`config.mk`:
```
export PLATFORM = sky130hd
export DESIGN_NAME = atomreg_color
export DESIGN_NICKNAME = d
export VERILOG_FILES = /design/src/rtl/atomreg_pkg.sv /design/src/rtl/atomreg_store.sv /design/src/rtl/atomreg_writer.sv /design/src/rtl/atomreg_reader.sv /design/src/rtl/atomreg_color.sv
export SDC_FILE = /design/constraint.sdc
export NUM_CORES = 1
export LEC_CHECK = 0
export BUFFER_PORTS_ARGS = -buffer_cell sky130_fd_sc_hd__buf_2
export CAP_MARGIN = 5
export CORE_ASPECT_RATIO = 1.1
export CORE_UTILIZATION = 40
export CTS_CLUSTER_DIAMETER = 150
export DETAILED_ROUTE_END_ITERATION = 10
export PLACE_DENSITY = 0.57
export SKIP_LAST_GASP = 1
export SLEW_MARGIN = 10
export SYNTH_ARGS = -nofsm -noshare
export SYNTH_HDL_FRONTEND = slang
export SYNTH_HIERARCHICAL = 1
export SYNTH_SLANG_ARGS = --single-unit
export TNS_END_PERCENT = 30
```
`constraint.sdc`:
```
create_clock -name clk -period 3.6 [get_ports clk]
set_input_delay 0.72 -clock clk [delete_from_list [all_inputs] [get_ports clk]]
set_output_delay 0.72 -clock clk [all_outputs]
set_load 0.05 [all_outputs]
```
`src/rtl/atomreg_pkg.sv`:
```
package atomreg_pkg;

   // step number carried in the shared word
   typedef enum logic [1:0] {
      PH_NONE  = 2'd0,
      PH_ONE   = 2'd1,
      PH_TWO   = 2'd2,
      PH_THREE = 2'd3
   } phase_e;

   // writer sequencing state
   typedef enum logic [1:0] {
      WS_IDLE = 2'd0,
      WS_P2   = 2'd1,
      WS_P3   = 2'd2
   } wstate_e;

   localparam int unsigned PHASE_W = 2;

endpackage

```
`src/rtl/atomreg_store.sv`:
```
module atomreg_store
   import atomreg_pkg::*;
#(
   parameter int unsigned DATA_W = 8,
   parameter logic [DATA_W-1:0] INIT_VAL = '0,
   localparam int unsigned WORD_W = 2 * DATA_W + PHASE_W + 1
) (
   input  logic              clk,
   input  logic              rst_n,
   input  logic              word_we,
   input  logic [WORD_W-1:0] word_wdata,
   input  logic              color_we,
   input  logic              color_wdata,
   output logic [WORD_W-1:0] word_q,
   output logic              color_q
);

   generate
      if (DATA_W < 1) begin : g_bad_width
         $error("atomreg_store: DATA_W must be at least 1");
      end
   endgenerate

   localparam logic [WORD_W-1:0] WORD_RESET = {INIT_VAL, INIT_VAL, PH_THREE, 1'b0};

   // shared word: only the writer drives word_we
   always_ff @(posedge clk) begin
      if (!rst_n) begin
         word_q <= WORD_RESET;
      end else if (word_we) begin
         word_q <= word_wdata;
      end
   end

   // colour flag: only the reader drives color_we
   always_ff @(posedge clk) begin
      if (!rst_n) begin
         color_q <= 1'b0;
      end else if (color_we) begin
         color_q <= color_wdata;
      end
   end

endmodule

```
`src/rtl/atomreg_writer.sv`:
```
module atomreg_writer
   import atomreg_pkg::*;
#(
   parameter int unsigned DATA_W = 8,
   localparam int unsigned WORD_W = 2 * DATA_W + PHASE_W + 1
) (
   input  logic              clk,
   input  logic              rst_n,
   input  logic              wr_req,
   input  logic [DATA_W-1:0] wr_value,
   input  logic [DATA_W-1:0] cur_new,
   input  logic              color_in,
   output logic              word_we,
   output logic [WORD_W-1:0] word_wdata,
   output logic              wr_done
);

   wstate_e           state_q;
   logic [DATA_W-1:0] prior_q;
   logic [DATA_W-1:0] incoming_q;
   logic              work_col_q;

   always_comb begin
      word_we    = 1'b0;
      word_wdata = {prior_q, incoming_q, PH_TWO, work_col_q};
      unique case (state_q)
         WS_IDLE: begin
            if (wr_req) begin
               word_we    = 1'b1;
               word_wdata = {cur_new, wr_value, PH_ONE, ~color_in};
            end
         end
         WS_P2: begin
            word_we    = 1'b1;
            word_wdata = {prior_q, incoming_q, PH_TWO, work_col_q};
         end
         WS_P3: begin
            word_we    = 1'b1;
            word_wdata = {prior_q, incoming_q, PH_THREE, work_col_q};
         end
         default: begin
            word_we = 1'b0;
         end
      endcase
   end

   always_ff @(posedge clk) begin
      if (!rst_n) begin
         state_q    <= WS_IDLE;
         prior_q    <= '0;
         incoming_q <= '0;
         work_col_q <= 1'b0;
         wr_done    <= 1'b0;
      end else begin
         wr_done <= 1'b0;
         unique case (state_q)
            WS_IDLE: begin
               if (wr_req) begin
                  prior_q    <= cur_new;
                  incoming_q <= wr_value;
                  work_col_q <= ~color_in;
                  state_q    <= WS_P2;
               end
            end
            WS_P2: state_q <= WS_P3;
            WS_P3: begin
               state_q <= WS_IDLE;
               wr_done <= 1'b1;
            end
            default: state_q <= WS_IDLE;
         endcase
      end
   end

   // a request arriving mid-update leaves the latched incoming value alone
   p_busy_keeps_value_r3: assert property (@(posedge clk) disable iff (!rst_n)
      (state_q != WS_IDLE && state_q != WS_P3) |=> $stable(incoming_q));

endmodule

```
`src/rtl/atomreg_reader.sv`:
```
module atomreg_reader
   import atomreg_pkg::*;
#(
   parameter int unsigned DATA_W = 8,
   parameter logic [DATA_W-1:0] INIT_VAL = '0,
   localparam int unsigned WORD_W = 2 * DATA_W + PHASE_W + 1
) (
   input  logic              clk,
   input  logic              rst_n,
   input  logic              rd_req,
   input  logic [WORD_W-1:0] word_in,
   input  logic              color_rec,
   output logic              color_we,
   output logic              color_wdata,
   output logic [DATA_W-1:0] rd_value,
   output logic              rd_valid
);

   logic [DATA_W-1:0] f_prior;
   logic [DATA_W-1:0] f_incoming;
   phase_e            f_phase;
   logic              f_col;
   logic [DATA_W-1:0] pick;

   assign f_col      = word_in[0];
   assign f_phase    = phase_e'(word_in[PHASE_W:1]);
   assign f_incoming = word_in[PHASE_W+DATA_W:PHASE_W+1];
   assign f_prior    = word_in[WORD_W-1:PHASE_W+DATA_W+1];

   always_comb begin
      if (f_phase == PH_THREE) begin
         pick = f_incoming;
      end else if (f_col == color_rec) begin
         pick = rd_value;
      end else begin
         pick = f_prior;
      end
   end

   assign color_we    = rd_req;
   assign color_wdata = f_col;

   always_ff @(posedge clk) begin
      if (!rst_n) begin
         rd_value <= INIT_VAL;
         rd_valid <= 1'b0;
      end else begin
         rd_valid <= rd_req;
         if (rd_req) begin
            rd_value <= pick;
         end
      end
   end

   p_valid_follows_req_r4: assert property (@(posedge clk) disable iff (!rst_n)
      rd_req |=> rd_valid);
   p_no_valid_idle_r4: assert property (@(posedge clk) disable iff (!rst_n)
      !rd_req |=> !rd_valid);
   p_step3_gives_new_r8: assert property (@(posedge clk) disable iff (!rst_n)
      (rd_req && f_phase == PH_THREE) |=> (rd_value == $past(f_incoming)));
   p_color_recorded_r7: assert property (@(posedge clk) disable iff (!rst_n)
      rd_req |=> (color_rec == $past(f_col)));

endmodule

```
`src/rtl/atomreg_color.sv`:
```
module atomreg_color
   import atomreg_pkg::*;
#(
   parameter int unsigned DATA_W = 8,
   parameter logic [DATA_W-1:0] INIT_VAL = '0
) (
   input  logic              clk,
   input  logic              rst_n,
   input  logic              wr_req,
   input  logic [DATA_W-1:0] wr_value,
   output logic              wr_done,
   input  logic              rd_req,
   output logic [DATA_W-1:0] rd_value,
   output logic              rd_valid
);

   localparam int unsigned WORD_W = 2 * DATA_W + PHASE_W + 1;

   generate
      if (DATA_W > 64) begin : g_too_wide
         $error("atomreg_color: DATA_W above 64 is not supported");
      end
   endgenerate

   logic              word_we;
   logic [WORD_W-1:0] word_wdata;
   logic [WORD_W-1:0] word_q;
   logic              color_we;
   logic              color_wdata;
   logic              color_q;
   phase_e            cur_phase;

   assign cur_phase = phase_e'(word_q[PHASE_W:1]);

   atomreg_store #(.DATA_W(DATA_W), .INIT_VAL(INIT_VAL)) u_store (
      .clk        (clk),
      .rst_n      (rst_n),
      .word_we    (word_we),
      .word_wdata (word_wdata),
      .color_we   (color_we),
      .color_wdata(color_wdata),
      .word_q     (word_q),
      .color_q    (color_q)
   );

   atomreg_writer #(.DATA_W(DATA_W)) u_writer (
      .clk       (clk),
      .rst_n     (rst_n),
      .wr_req    (wr_req),
      .wr_value  (wr_value),
      .cur_new   (word_q[PHASE_W+DATA_W:PHASE_W+1]),
      .color_in  (color_q),
      .word_we   (word_we),
      .word_wdata(word_wdata),
      .wr_done   (wr_done)
   );

   atomreg_reader #(.DATA_W(DATA_W), .INIT_VAL(INIT_VAL)) u_reader (
      .clk        (clk),
      .rst_n      (rst_n),
      .rd_req     (rd_req),
      .word_in    (word_q),
      .color_rec  (color_q),
      .color_we   (color_we),
      .color_wdata(color_wdata),
      .rd_value   (rd_value),
      .rd_valid   (rd_valid)
   );

   p_step1_then_2_r2: assert property (@(posedge clk) disable iff (!rst_n)
      (cur_phase == PH_ONE) |=> (cur_phase == PH_TWO));
   p_step2_then_done_r2: assert property (@(posedge clk) disable iff (!rst_n)
      (cur_phase == PH_TWO) |=> (cur_phase == PH_THREE && wr_done));
   p_done_single_r2: assert property (@(posedge clk) disable iff (!rst_n)
      wr_done |=> !wr_done);

endmodule

```
==> summary.md <==
| Metric | Value |
|---|---|
| Clock slew at reported path FFs | 90 ps |
| Layout cell share with drive strength beyond 1 | 16.1% |
| # setup viols final | 0 |
| Leakage | 1.13 nW |
| Die width | 74 um |
| Int Pwr | 0.000946 W |
| Final nets | 283 |
| Async set or reset register ratio after synthesis | 0% |
| DIE AREA | 6010 um2 |
| DR vias/cell | 4.77 |
| CTS buffer count | 5 |
| Combinational power share | 23.0% |
| Clk buf depth | 2 |
| Seq pwr share | 46.9% |
| Critical-path maximum fanout | 19 |
| Post-cts resize count | 0 |
| Delay-heaviest family, CP | buffers and inverters |
| VDD IR max | 308 uV |
| Core Region | 5430 um2 |
| Cell Area, Synth | 2280 um2 |
| Pwr dens | 542 nW/um2 |
| Final Hold Fails | 0 |
| CP required | 3770 ps |
| Critical path's slowest cell | dfxtp_1 |
| Area Overhead vs Synth | 9.65% |
| Filler Cell Count | 535 |
| Ys Warns | 6 |
| Clk pwr share | 30.2% |
| Violation count after the first detailed-route iteration | 73 |
| Port Buffers | 21 |
| Worst skew pair latency | 300 ps |
| Post-DP HPWL | 2550 um |
| WL/cell | 12.0 um |
| Overall power | 0.00136 W |
| Hold WC Path Type | reg2reg |
| First-pass GRT wire length | 6950 um |
| Worst-path cell chain | inv_1, ha_1, and2_1, buf_4, nor2_1, nor2_2, buf_4, mux2i_1, nand2_1 |
| Max cap viols | 0 |
| Netlist cell types | 26 |
| Ports | 22 |
| Final Cycle Share | 54.8% |
| Maximum clock rate | 0.507 GHz |
| # Post-CTS Setup Buffers | 0 |
| GRT Total Usage | 15.4% |
| Final critical-path required period | 1970 ps |
| Crit-path max cell delay | 350 ps |
| Critical path startpoint category | flop |
| Top cells by area, synth | dfxtp_1 43%, mux2i_1 13%, nand2_1 13%, a21boi_0 5.6%, nor2b_1 5.5% |
| Hold buffers post-CTS | 0 |
| Most used cell, CP | buf_4 |
| WL final | 4120 um |
| Post-Layout Cell Count | 342 |
| DR pass1 iterations | 4 |
| Grt ovf | 0 |
| Placed instance count | 334 |
| Switch share | 30.2% |
| CTS tree | built |
| Setup Skew | 6.91 ps |
| Gpl congestion | 0.704 |
| Slew Viols, Final | 0 |
| Psw | 0.000410 W |
| Root Buffer | clkbuf_8 |
| RSZ-0062 raised after global routing | false |
| Setup TNS | 0 ps |
| Die Ht | 81.2 um |
| Final core occ | 46.1% |
| Slew of the pin with the lowest slew margin | 808 ps |
| Initial core utilization | 42.0% |
| Worst slew margin | 46.2% |
| Yosys top cell area share | 43.0% |
| Cell accounting for the most synthesized area | dfxtp_1 |
| Row cnt | 28 |
| WP depth | 9 |
| Hold path depth | 2 |
| Sink Count | 49 |
| Worst path bufs/invs | 3 |
| DR vias | 1632 |
| Post-Synthesis Cells | 251 |
| Initial antenna violation count | 0 |
| Antenna fix cells | 0 |
| Syn_nets | 268 |
| CP arrival | 2140 ps |
| Avg Inst Size Synth | 9.09 um2 |
| H-tree depth | 2 |
| Vias in the first global route | 1461 |
| Most common cell in the netlist | nand2_1 |
| Post-route ant nets | 0 |
| Largest net degree at the start of global routing | 58 |
| Top FF cell, synth | dfxtp_1 |
| Outcome | complete, no violations |
| FF-to-FF path depth | 9 |
| Post-synth top cells | 76 x nand2_1, 49 x dfxtp_1, 30 x mux2i_1 |
| CP Capture Type | flop |
| DR DRC count | 0 |
| Synthesized flop and latch total | 49 |
| Post-synth EDFFs | 0 |
| Post-synthesis sequential area ratio | 43.0% |
| Crit path kind | reg2reg |
cell usage in the layout (no fill, tap or decap):
cell type,count
dfxtp_1,49
bufinv_16,1
a21boi_2,7
o21ai_1,2
xor2_1,1
clkinvlp_4,1
inv_1,2
buf_2,21
nand2_1,76
or2b_1,1
and2_1,3
clkbuf_8,6
buf_4,2
nor2_2,1
nor2b_1,20
nand2_2,1
nor2_1,1
o21ai_0,7
and3_1,8
nand3b_2,1
o211a_1,1
a21boi_0,17
nand2b_1,1
o21ai_4,1
mux2i_1,30
ha_1,5
and2_4,1
path summary, 6_finish.rpt:
check | startpoint | end | slack [ps]
setup reg to reg | u_writer/state_q[0] | u_store/word_q[2] | 1630
setup / recovery | u_writer/state_q[0] | u_store/word_q[2] | 1630
hold reg to reg | u_reader/rd_value[6] | u_reader/rd_value[6] | 460
hold / removal | u_reader/rd_value[6] | u_reader/rd_value[6] | 460
worst min-delay path, cell delays in order, from the launching register on:
cell     delay, ps
dfxtp_1        320
nand2_1         50
mux2i_1         50
area by class of cell:
| class | count | area [um2] | share of cell area, % |
|---|---|---|---|
| well taps | 75 | 93.8 | 3.75 |
| clock buffers | 6 | 82.6 | 3.30 |
| clock inverters | 2 | 37.5 | 1.50 |
| repair buffers | 23 | 120 | 4.80 |
| multi-input cells | 185 | 1180 | 47.1 |
| flip-flops and latches | 49 | 981 | 39.2 |
| inverters | 2 | 7.51 | 0.300 |
sequential cells by signal, indices dropped and copies added (netlist names):
name / count
u_reader/rd_valid: 1
u_writer/work_col_q: 1
u_writer/wr_done: 1
u_writer/prior_q: 8
u_store/word_q: 19
u_store/color_q: 1
u_writer/state_q: 2
u_writer/incoming_q: 8
u_reader/rd_value: 8
metal layers:
| metal | up-vias | GRT usage, % | wire length [um] |
|---|---|---|---|
| li1 | 850 | - | - |
| met1 | 743 | 20.7 | 2150 |
| met2 | 32 | 23.5 | 1720 |
| met3 | 7 | 3.72 | 176 |
| met4 | 0 | 6.35 | 70 |
| met5 | - | 0 | 0 |
metrics by stage:
step	hold WS (ps)	setup WS [ps]	area, um2
4_1_cts	462	1600	2500
2_1_floorplan	444	1730	2280
5_1_grt	483	1450	2500
3_3_place_gp	442	1490	2380
3_5_place_dp	449	1460	2380
6_report	456	1630	2500
kinds of logic after synthesis:
family	after synthesis	synth area share, %
multiplexers	30	13.2
buffers and inverters	17	5.43
adder cells (fa/ha/maj)	5	2.74
AND/OR/NAND/NOR	114	23.1
flip-flops	49	43.0
XOR/XNOR	1	0.384
AO/OA/AOI/OAI	35	12.2
power by group through the flow:
| stage | combinational, W | clock, W | sequential, W |
|---|---|---|---|
| 2_1_floorplan | 0.000277 | 0 | 0.000649 |
| 3_3_place_gp | 0.000313 | 0 | 0.000648 |
| 3_5_place_dp | 0.000316 | 0 | 0.000649 |
| 4_1_cts | 0.000317 | 0.000425 | 0.000636 |
| 5_1_grt | 0.000347 | 0.000446 | 0.000645 |
| 6_report | 0.000311 | 0.000409 | 0.000635 |
Note: power is estimated with default switching activity, not from simulation.
